==> src/rtl/atan2_prep_pkg.sv <==
package atan2_prep_pkg;

  localparam int FP_W  = 32;
  localparam int EXP_W = 8;
  localparam int MAN_W = FP_W - 1 - EXP_W;
  localparam int MAG_W = FP_W - 1;

  typedef logic [FP_W-1:0] fp_t;

  // operand categories
  typedef enum logic [2:0] {
    CL_ZERO,
    CL_SUBN,
    CL_NORM,
    CL_INF,
    CL_NAN
  } fp_cls_e;

  // constant kinds selectable as special result or offset
  typedef enum logic [2:0] {
    K_ZERO,
    K_QTR,
    K_HALF,
    K_3QTR,
    K_FULL
  } k_e;

  // magnitudes, radians
  localparam logic [MAG_W-1:0] RAD_FULL = 31'h40490FDB;
  localparam logic [MAG_W-1:0] RAD_HALF = 31'h3FC90FDB;
  localparam logic [MAG_W-1:0] RAD_QTR  = 31'h3F490FDB;
  localparam logic [MAG_W-1:0] RAD_3QTR = 31'h4016CBE4;
  // magnitudes, turns of pi
  localparam logic [MAG_W-1:0] TRN_FULL = 31'h3F800000;
  localparam logic [MAG_W-1:0] TRN_HALF = 31'h3F000000;
  localparam logic [MAG_W-1:0] TRN_QTR  = 31'h3E800000;
  localparam logic [MAG_W-1:0] TRN_3QTR = 31'h3F400000;

  typedef struct packed {
    logic special;
    fp_t  result;
    fp_t  num;
    fp_t  den;
    fp_t  offset;
    logic negate;
  } prep_t;

endpackage

==> src/rtl/atan2_classify.sv <==
module atan2_classify
  import atan2_prep_pkg::*;
#(
  parameter int EW = EXP_W,
  parameter int MW = MAN_W
) (
  input  logic [EW+MW:0]   op,
  output fp_cls_e          cls,
  output logic             sign,
  output logic [EW+MW-1:0] mag
);

  localparam logic [EW-1:0] EXP_MAX = {EW{1'b1}};

  logic [EW-1:0] ex;
  logic [MW-1:0] fr;

  assign ex   = op[EW+MW-1:MW];
  assign fr   = op[MW-1:0];
  assign sign = op[EW+MW];
  assign mag  = op[EW+MW-1:0];

  always_comb begin
    if (ex == EXP_MAX)      cls = (fr != '0) ? CL_NAN : CL_INF;
    else if (ex == '0)      cls = (fr != '0) ? CL_SUBN : CL_ZERO;
    else                    cls = CL_NORM;
  end

endmodule

==> src/rtl/atan2_const_sel.sv <==
module atan2_const_sel
  import atan2_prep_pkg::*;
(
  input  logic pi_mode,
  input  k_e   kind,
  input  logic sgn,
  output fp_t  value
);

  logic [MAG_W-1:0] mag;

  always_comb begin
    unique case (kind)
      K_QTR:   mag = pi_mode ? TRN_QTR  : RAD_QTR;
      K_HALF:  mag = pi_mode ? TRN_HALF : RAD_HALF;
      K_3QTR:  mag = pi_mode ? TRN_3QTR : RAD_3QTR;
      K_FULL:  mag = pi_mode ? TRN_FULL : RAD_FULL;
      default: mag = '0;
    endcase
  end

  assign value = {sgn, mag};

endmodule

==> src/rtl/atan2_case_logic.sv <==
module atan2_case_logic
  import atan2_prep_pkg::*;
(
  input  fp_t              y_raw,
  input  fp_t              x_raw,
  input  fp_cls_e          y_cls,
  input  fp_cls_e          x_cls,
  input  logic [MAG_W-1:0] y_mag,
  input  logic [MAG_W-1:0] x_mag,
  input  logic             y_sign,
  input  logic             x_sign,
  input  logic             pi_mode,
  output prep_t            prep
);

  logic y_nan, x_nan, y_inf, x_inf, y_zero, x_zero;
  logic is_special, pass_x, pass_y, swap;
  k_e   spec_kind, off_kind;
  logic off_sign;
  fp_t  spec_val, off_val;

  assign y_nan  = (y_cls == CL_NAN);
  assign x_nan  = (x_cls == CL_NAN);
  assign y_inf  = (y_cls == CL_INF);
  assign x_inf  = (x_cls == CL_INF);
  assign y_zero = (y_cls == CL_ZERO);
  assign x_zero = (x_cls == CL_ZERO);

  // precedence chain for special cases
  always_comb begin
    is_special = 1'b1;
    pass_x     = 1'b0;
    pass_y     = 1'b0;
    spec_kind  = K_ZERO;
    if (x_nan)                         pass_x    = 1'b1;
    else if (y_nan)                    pass_y    = 1'b1;
    else if (x_inf && !x_sign && y_inf) spec_kind = K_QTR;
    else if (x_inf && !x_sign)         spec_kind = K_ZERO;
    else if (x_inf && y_inf)           spec_kind = K_3QTR;
    else if (x_inf)                    spec_kind = K_FULL;
    else if (y_inf)                    spec_kind = K_HALF;
    else if (x_zero && !y_zero)        spec_kind = K_HALF;
    else if (y_zero && !x_sign)        spec_kind = K_ZERO;
    else if (y_zero)                   spec_kind = K_FULL;
    else                               is_special = 1'b0;
  end

  // reduction of finite nonzero operands
  always_comb begin
    swap = !(y_mag < x_mag);
    if (swap) begin
      off_kind = K_HALF;
      off_sign = y_sign;
    end else if (x_sign) begin
      off_kind = K_FULL;
      off_sign = y_sign;
    end else begin
      off_kind = K_ZERO;
      off_sign = 1'b0;
    end
  end

  atan2_const_sel u_spec_k (
    .pi_mode (pi_mode),
    .kind    (spec_kind),
    .sgn     (y_sign),
    .value   (spec_val)
  );

  atan2_const_sel u_off_k (
    .pi_mode (pi_mode),
    .kind    (off_kind),
    .sgn     (off_sign),
    .value   (off_val)
  );

  always_comb begin
    prep = '0;
    if (is_special) begin
      prep.special = 1'b1;
      if (pass_x)      prep.result = x_raw;
      else if (pass_y) prep.result = y_raw;
      else             prep.result = spec_val;
    end else begin
      prep.num    = swap ? x_raw : y_raw;
      prep.den    = swap ? y_raw : x_raw;
      prep.offset = off_val;
      prep.negate = swap;
    end
  end

endmodule

==> src/rtl/atan2_prep.sv <==
module atan2_prep
  import atan2_prep_pkg::*;
(
  input  logic        clk,
  input  logic        rst,
  input  logic        in_valid,
  output logic        in_ready,
  input  logic [31:0] in_y,
  input  logic [31:0] in_x,
  input  logic        in_pi_mode,
  output logic        out_valid,
  input  logic        out_ready,
  output logic        out_special,
  output logic [31:0] out_result,
  output logic [31:0] out_num,
  output logic [31:0] out_den,
  output logic [31:0] out_offset,
  output logic        out_negate
);

  localparam int N_OPS = 2;  // index 0 = y, 1 = x

  fp_t              ops  [N_OPS];
  fp_cls_e          cls  [N_OPS];
  logic             sgn  [N_OPS];
  logic [MAG_W-1:0] mag  [N_OPS];
  prep_t            prep_d, prep_q;
  logic             accept;

  assign ops[0] = in_y;
  assign ops[1] = in_x;

  for (genvar g = 0; g < N_OPS; g++) begin : g_cls
    atan2_classify #(.EW(EXP_W), .MW(MAN_W)) u_cls (
      .op   (ops[g]),
      .cls  (cls[g]),
      .sign (sgn[g]),
      .mag  (mag[g])
    );
  end

  atan2_case_logic u_case (
    .y_raw   (ops[0]),
    .x_raw   (ops[1]),
    .y_cls   (cls[0]),
    .x_cls   (cls[1]),
    .y_mag   (mag[0]),
    .x_mag   (mag[1]),
    .y_sign  (sgn[0]),
    .x_sign  (sgn[1]),
    .pi_mode (in_pi_mode),
    .prep    (prep_d)
  );

  assign in_ready = !out_valid || out_ready;
  assign accept   = in_valid && in_ready;

  always_ff @(posedge clk) begin
    if (rst) begin
      out_valid <= 1'b0;
      prep_q    <= '0;
    end else if (accept) begin
      out_valid <= 1'b1;
      prep_q    <= prep_d;
    end else if (out_ready) begin
      out_valid <= 1'b0;
    end
  end

  assign out_special = prep_q.special;
  assign out_result  = prep_q.result;
  assign out_num     = prep_q.num;
  assign out_den     = prep_q.den;
  assign out_offset  = prep_q.offset;
  assign out_negate  = prep_q.negate;

  AST_ACCEPT_TO_VALID: assert property (@(posedge clk) disable iff (rst)
    in_valid && in_ready |=> out_valid);

  AST_HOLD_STABLE: assert property (@(posedge clk) disable iff (rst)
    out_valid && !out_ready |=> out_valid && $stable(out_result) && $stable(out_num)
      && $stable(out_den) && $stable(out_offset) && $stable(out_negate)
      && $stable(out_special));

  AST_SPECIAL_CLEAN: assert property (@(posedge clk) disable iff (rst)
    out_valid && out_special |-> out_num == '0 && out_den == '0
      && out_offset == '0 && !out_negate);

  AST_RATIO_BOUND: assert property (@(posedge clk) disable iff (rst)
    out_valid && !out_special |-> out_num[MAG_W-1:0] <= out_den[MAG_W-1:0]);

  AST_SWAP_OFFSET: assert property (@(posedge clk) disable iff (rst)
    out_valid && !out_special && out_negate |->
      (out_offset[MAG_W-1:0] == RAD_HALF || out_offset[MAG_W-1:0] == TRN_HALF));

endmodule

==> config.mk <==
export PLATFORM = sky130hd
export DESIGN_NAME = atan2_prep
export DESIGN_NICKNAME = d
export VERILOG_FILES = /design/src/rtl/atan2_prep_pkg.sv /design/src/rtl/atan2_classify.sv /design/src/rtl/atan2_const_sel.sv /design/src/rtl/atan2_case_logic.sv /design/src/rtl/atan2_prep.sv
export SDC_FILE = /design/constraint.sdc
export NUM_CORES = 1
export LEC_CHECK = 0
export ABC_AREA = 1
export BUFFER_PORTS_ARGS = -buffer_cell sky130_fd_sc_hd__buf_2
export CAP_MARGIN = 20
export CORE_MARGIN = 10
export CORE_UTILIZATION = 52
export CTS_BUF_LIST = sky130_fd_sc_hd__clkbuf_16
export CTS_CLUSTER_DIAMETER = 30
export DETAILED_ROUTE_END_ITERATION = 8
export PLACE_DENSITY = 0.84
export SYNTH_ARGS = -nofsm -noshare
export SYNTH_HDL_FRONTEND = slang
export SYNTH_SLANG_ARGS = --single-unit
==> constraint.sdc <==
create_clock -name clk -period 2.3 [get_ports clk]
set_input_delay 0.46 -clock clk [delete_from_list [all_inputs] [get_ports clk]]
set_output_delay 0.46 -clock clk [all_outputs]
set_load 0.02 [all_outputs]
==> impl_metrics.toml <==
[power]
power_leakage_nw = 3.85
p_per_area_mw_per_mm2 = 579
vdd.ir_drop.worst_mv = 0.618

[cts]
cts.sinks = 104
clk_pin_slew_ns = 0.07
cts_buffers = 9
htreeDepth = 3
cts_root_buffer = "clkbuf_16"
insertion_delay_ns = 0.36
cts_max_path_buffers = 2
cts_tree = "built"

[hold_path]
min-delay-start = "in_y[31]"
holdPathStages = 3
min_delay_worst_endpoint = "out_offset[31]"
min_path_type = "input pin to register"

[synth]
synth_cell_types = 35
synth_top_area_share = 0.335
yosysSeqAreaShare = 0.335
synth_most_common_cell = "nand2_1"
synthCells = 866
synth_flop_cell = "dfxtp_1"
async_flop_share = 0
postSynthAreaPerCell_sq_um = 7.17
yosys.area.top_type = "dfxtp_1"
yosys_warnings = 0
synth-seq-cells = 104
synth_common_cells = "nand2_1 (254), a21oi_1 (105), dfxtp_1 (104)"
yosys-top-cells-area = "dfxtp_1 (34%), nand2_1 (15%), a21oi_1 (8.5%)"
syn_area_sq_mm = 0.00621
synth_edf_count = 0

[die]
start_util = 0.537
num_rows = 39
die_h_microns = 129
fp.dieW_microns = 129
die_area_sq_mm = 0.0167
pin_count = 201
core-area_sq_mm = 0.0116

[global_routing]
gr-total-overflow = 0
antenna_found_initial = 0
grt_max_degree = 56
track_usage = 0.235
grt_pass1_vias = 6325
grt_first_pass_wirelength_microns = 31800

[route]
routed.top_layer = "met4"
drt_pass1_iterations = 5
drtAntennaViolNets = 0
wl_met3_microns = 1990
routed_wl_microns = 20600
met1Wirelength_microns = 8430
drt-initial-drc-count = 512
wl_per_cell_microns = 16.7
wl_met2_microns = 9770
via_per_inst = 5.45
via_count = 6728
route.detailed.drc = 0

[sta]
setup_viol = 0
slew_viol_final = 0
min_period_over_period = 0.910
rsz0062_at_grt = "false"
max_slew.worst_pin.slew_ns = 0.558
setup_tns_ns = 0
period_needed_ns = 2.09
slew_headroom = 0.628
hold_slack_ns = 0.388
fin_skew_ns = 0.00698
max_freq_mhz = 478
hold_viol = 0

[setup_path]
start_kind = "input pin"
crit_slowest_cell = "ha_1"
path_delay_family = "simple AND/OR/NAND/NOR gates"
end_kind = "register"
critPathBufInv = 3
crit-reg2reg-capture = "out_result[7]"
critical_path_class = "input pin to register"
startpoint = "in_x[30]"
cp_slowest_stage_delay_ns = 0.30
cp_data_arrival_time_ns = 2.39
crit_required_ns = 2.59
rr_worst_depth = 8
critPathMaxFanout = 5
reg2reg_from = "out_valid"
worstPathCellList = "buf_2 > inv_1 > ha_1 > nand2_1 > nor2_2 > nand4_1 > nor4_2 > nand2_1 > nand2_2 > buf_4 > nor2_1 > nor2_2 > o21ai_0 > a21oi_1"
r2r_setup_slack_ns = 0.85

[cells_and_area]
num-nets-final = 1185
syn_to_final_growth_pct = 28.1
design_area_sq_mm = 0.00795
antennaDiodeCount = 0
layout-drive-gt1-share = 0.327
fin_cells = 1234
postLayoutCoreUtil = 0.688

[place]
hpwl_microns = 15900
placed_area_sq_mm = 0.00763
io_buffer_count = 190
place_inst = 1216
gp_congestion = 0.934

[run]
drv_cap = 0

[run_status]
outcome = "complete, no violations"
[report_power, final]
part	switching [mW]	internal [mW]	total (mW)	leakage (nW)
Clock	0.698	0.725	1.42	0.134
Sequential	0.0582	1.91	1.96	0.851
Combinational	0.772	0.448	1.22	2.86
Total	1.53	3.08	4.61	3.85
[worst min-delay path: stages]
cell and delay [ns]:
buf_2 0.13, nand2_1 0.06, a21oi_1 0.05
[cells by family (layout without fill, tap and decap cells)]
| family | after synthesis | count (layout) | synth area share |
|---|---|---|---|
| flops | 104 | 104 | 0.335 |
| buf+inv | 142 | 358 | 0.117 |
| other cells | 1 | 10 | 0.000604 |
| compound gates | 223 | 223 | 0.242 |
| fa+ha+maj | 30 | 30 | 0.0605 |
| simple gates | 366 | 366 | 0.244 |
[area by class of cell]
| cell class | count | area (sq um) |
|---|---|---|
| multi-input combinational | 629 | 3460 |
| inverter | 64 | 245 |
| sequential | 104 | 2080 |
| fill | 996 | 3610 |
| clock inverter | 7 | 38.8 |
| timing repair buffer | 278 | 1720 |
| clock buffer | 9 | 225 |
| tap | 143 | 179 |
[worst max-delay path by stage]
stage	endpoint	cells past startpoint
6_report	out_den[31]	14
2_1_floorplan	out_den[0]	12
3_5_place_dp	out_den[1]	14
4_1_cts	out_den[1]	14
3_3_place_gp	out_den[1]	16
5_1_grt	out_offset[30]	16
[layout by cell type (no fill, tap or decap), drive strengths merged]
| master | synthesis | routed |
|---|---|---|
| o21ai | 10 | 10 |
| dfxtp | 104 | 104 |
| conb | 1 | 10 |
| nand3 | 19 | 19 |
| nand3b | 1 | 1 |
| o2111ai | 4 | 4 |
| o211ai | 64 | 64 |
| clkbuf | 33 | 10 |
| o22ai | 20 | 20 |
| nor2 | 73 | 73 |
| inv | 63 | 65 |
| nor4 | 1 | 1 |
| o31ai | 1 | 1 |
| nor3 | 4 | 4 |
| ha | 30 | 30 |
| o21a | 1 | 1 |
| a21oi | 123 | 123 |
| nand2 | 257 | 257 |
| clkinvlp | 0 | 1 |
| nand4 | 11 | 11 |
| buf | 45 | 277 |
| clkinv | 1 | 5 |
[metrics by stage]
step,worst slack (ns),power [mW]
4_1_cts,0.121,4.60
5_1_grt,0.0128,4.81
3_5_place_dp,-0.229,3.20
3_3_place_gp,-0.166,3.17
6_report,0.206,4.61
2_1_floorplan,0.151,2.76
[registers in the layout (all words and copies together) (netlist names)]
register / cells
out_offset: 5
out_valid: 1
out_result: 32
out_special: 1
out_num: 32
out_negate: 1
out_den: 32
[per-layer routing]
| layer | global-route usage | vias up |
|---|---|---|
| li1 | - | 3321 |
| met1 | 0.287 | 3085 |
| met2 | 0.396 | 285 |
| met3 | 0.0644 | 37 |
| met4 | 0.0669 | 0 |
| met5 | 0 | - |
[what timing repair did]
action / in CTS / in global routing
hold buffers: 0 / 0
endpoints found under the setup margin: 0 / 17
setup buffers: 0 / 1
gates resized for setup: 0 / 5
Note: power is estimated with default switching activity, not from simulation.
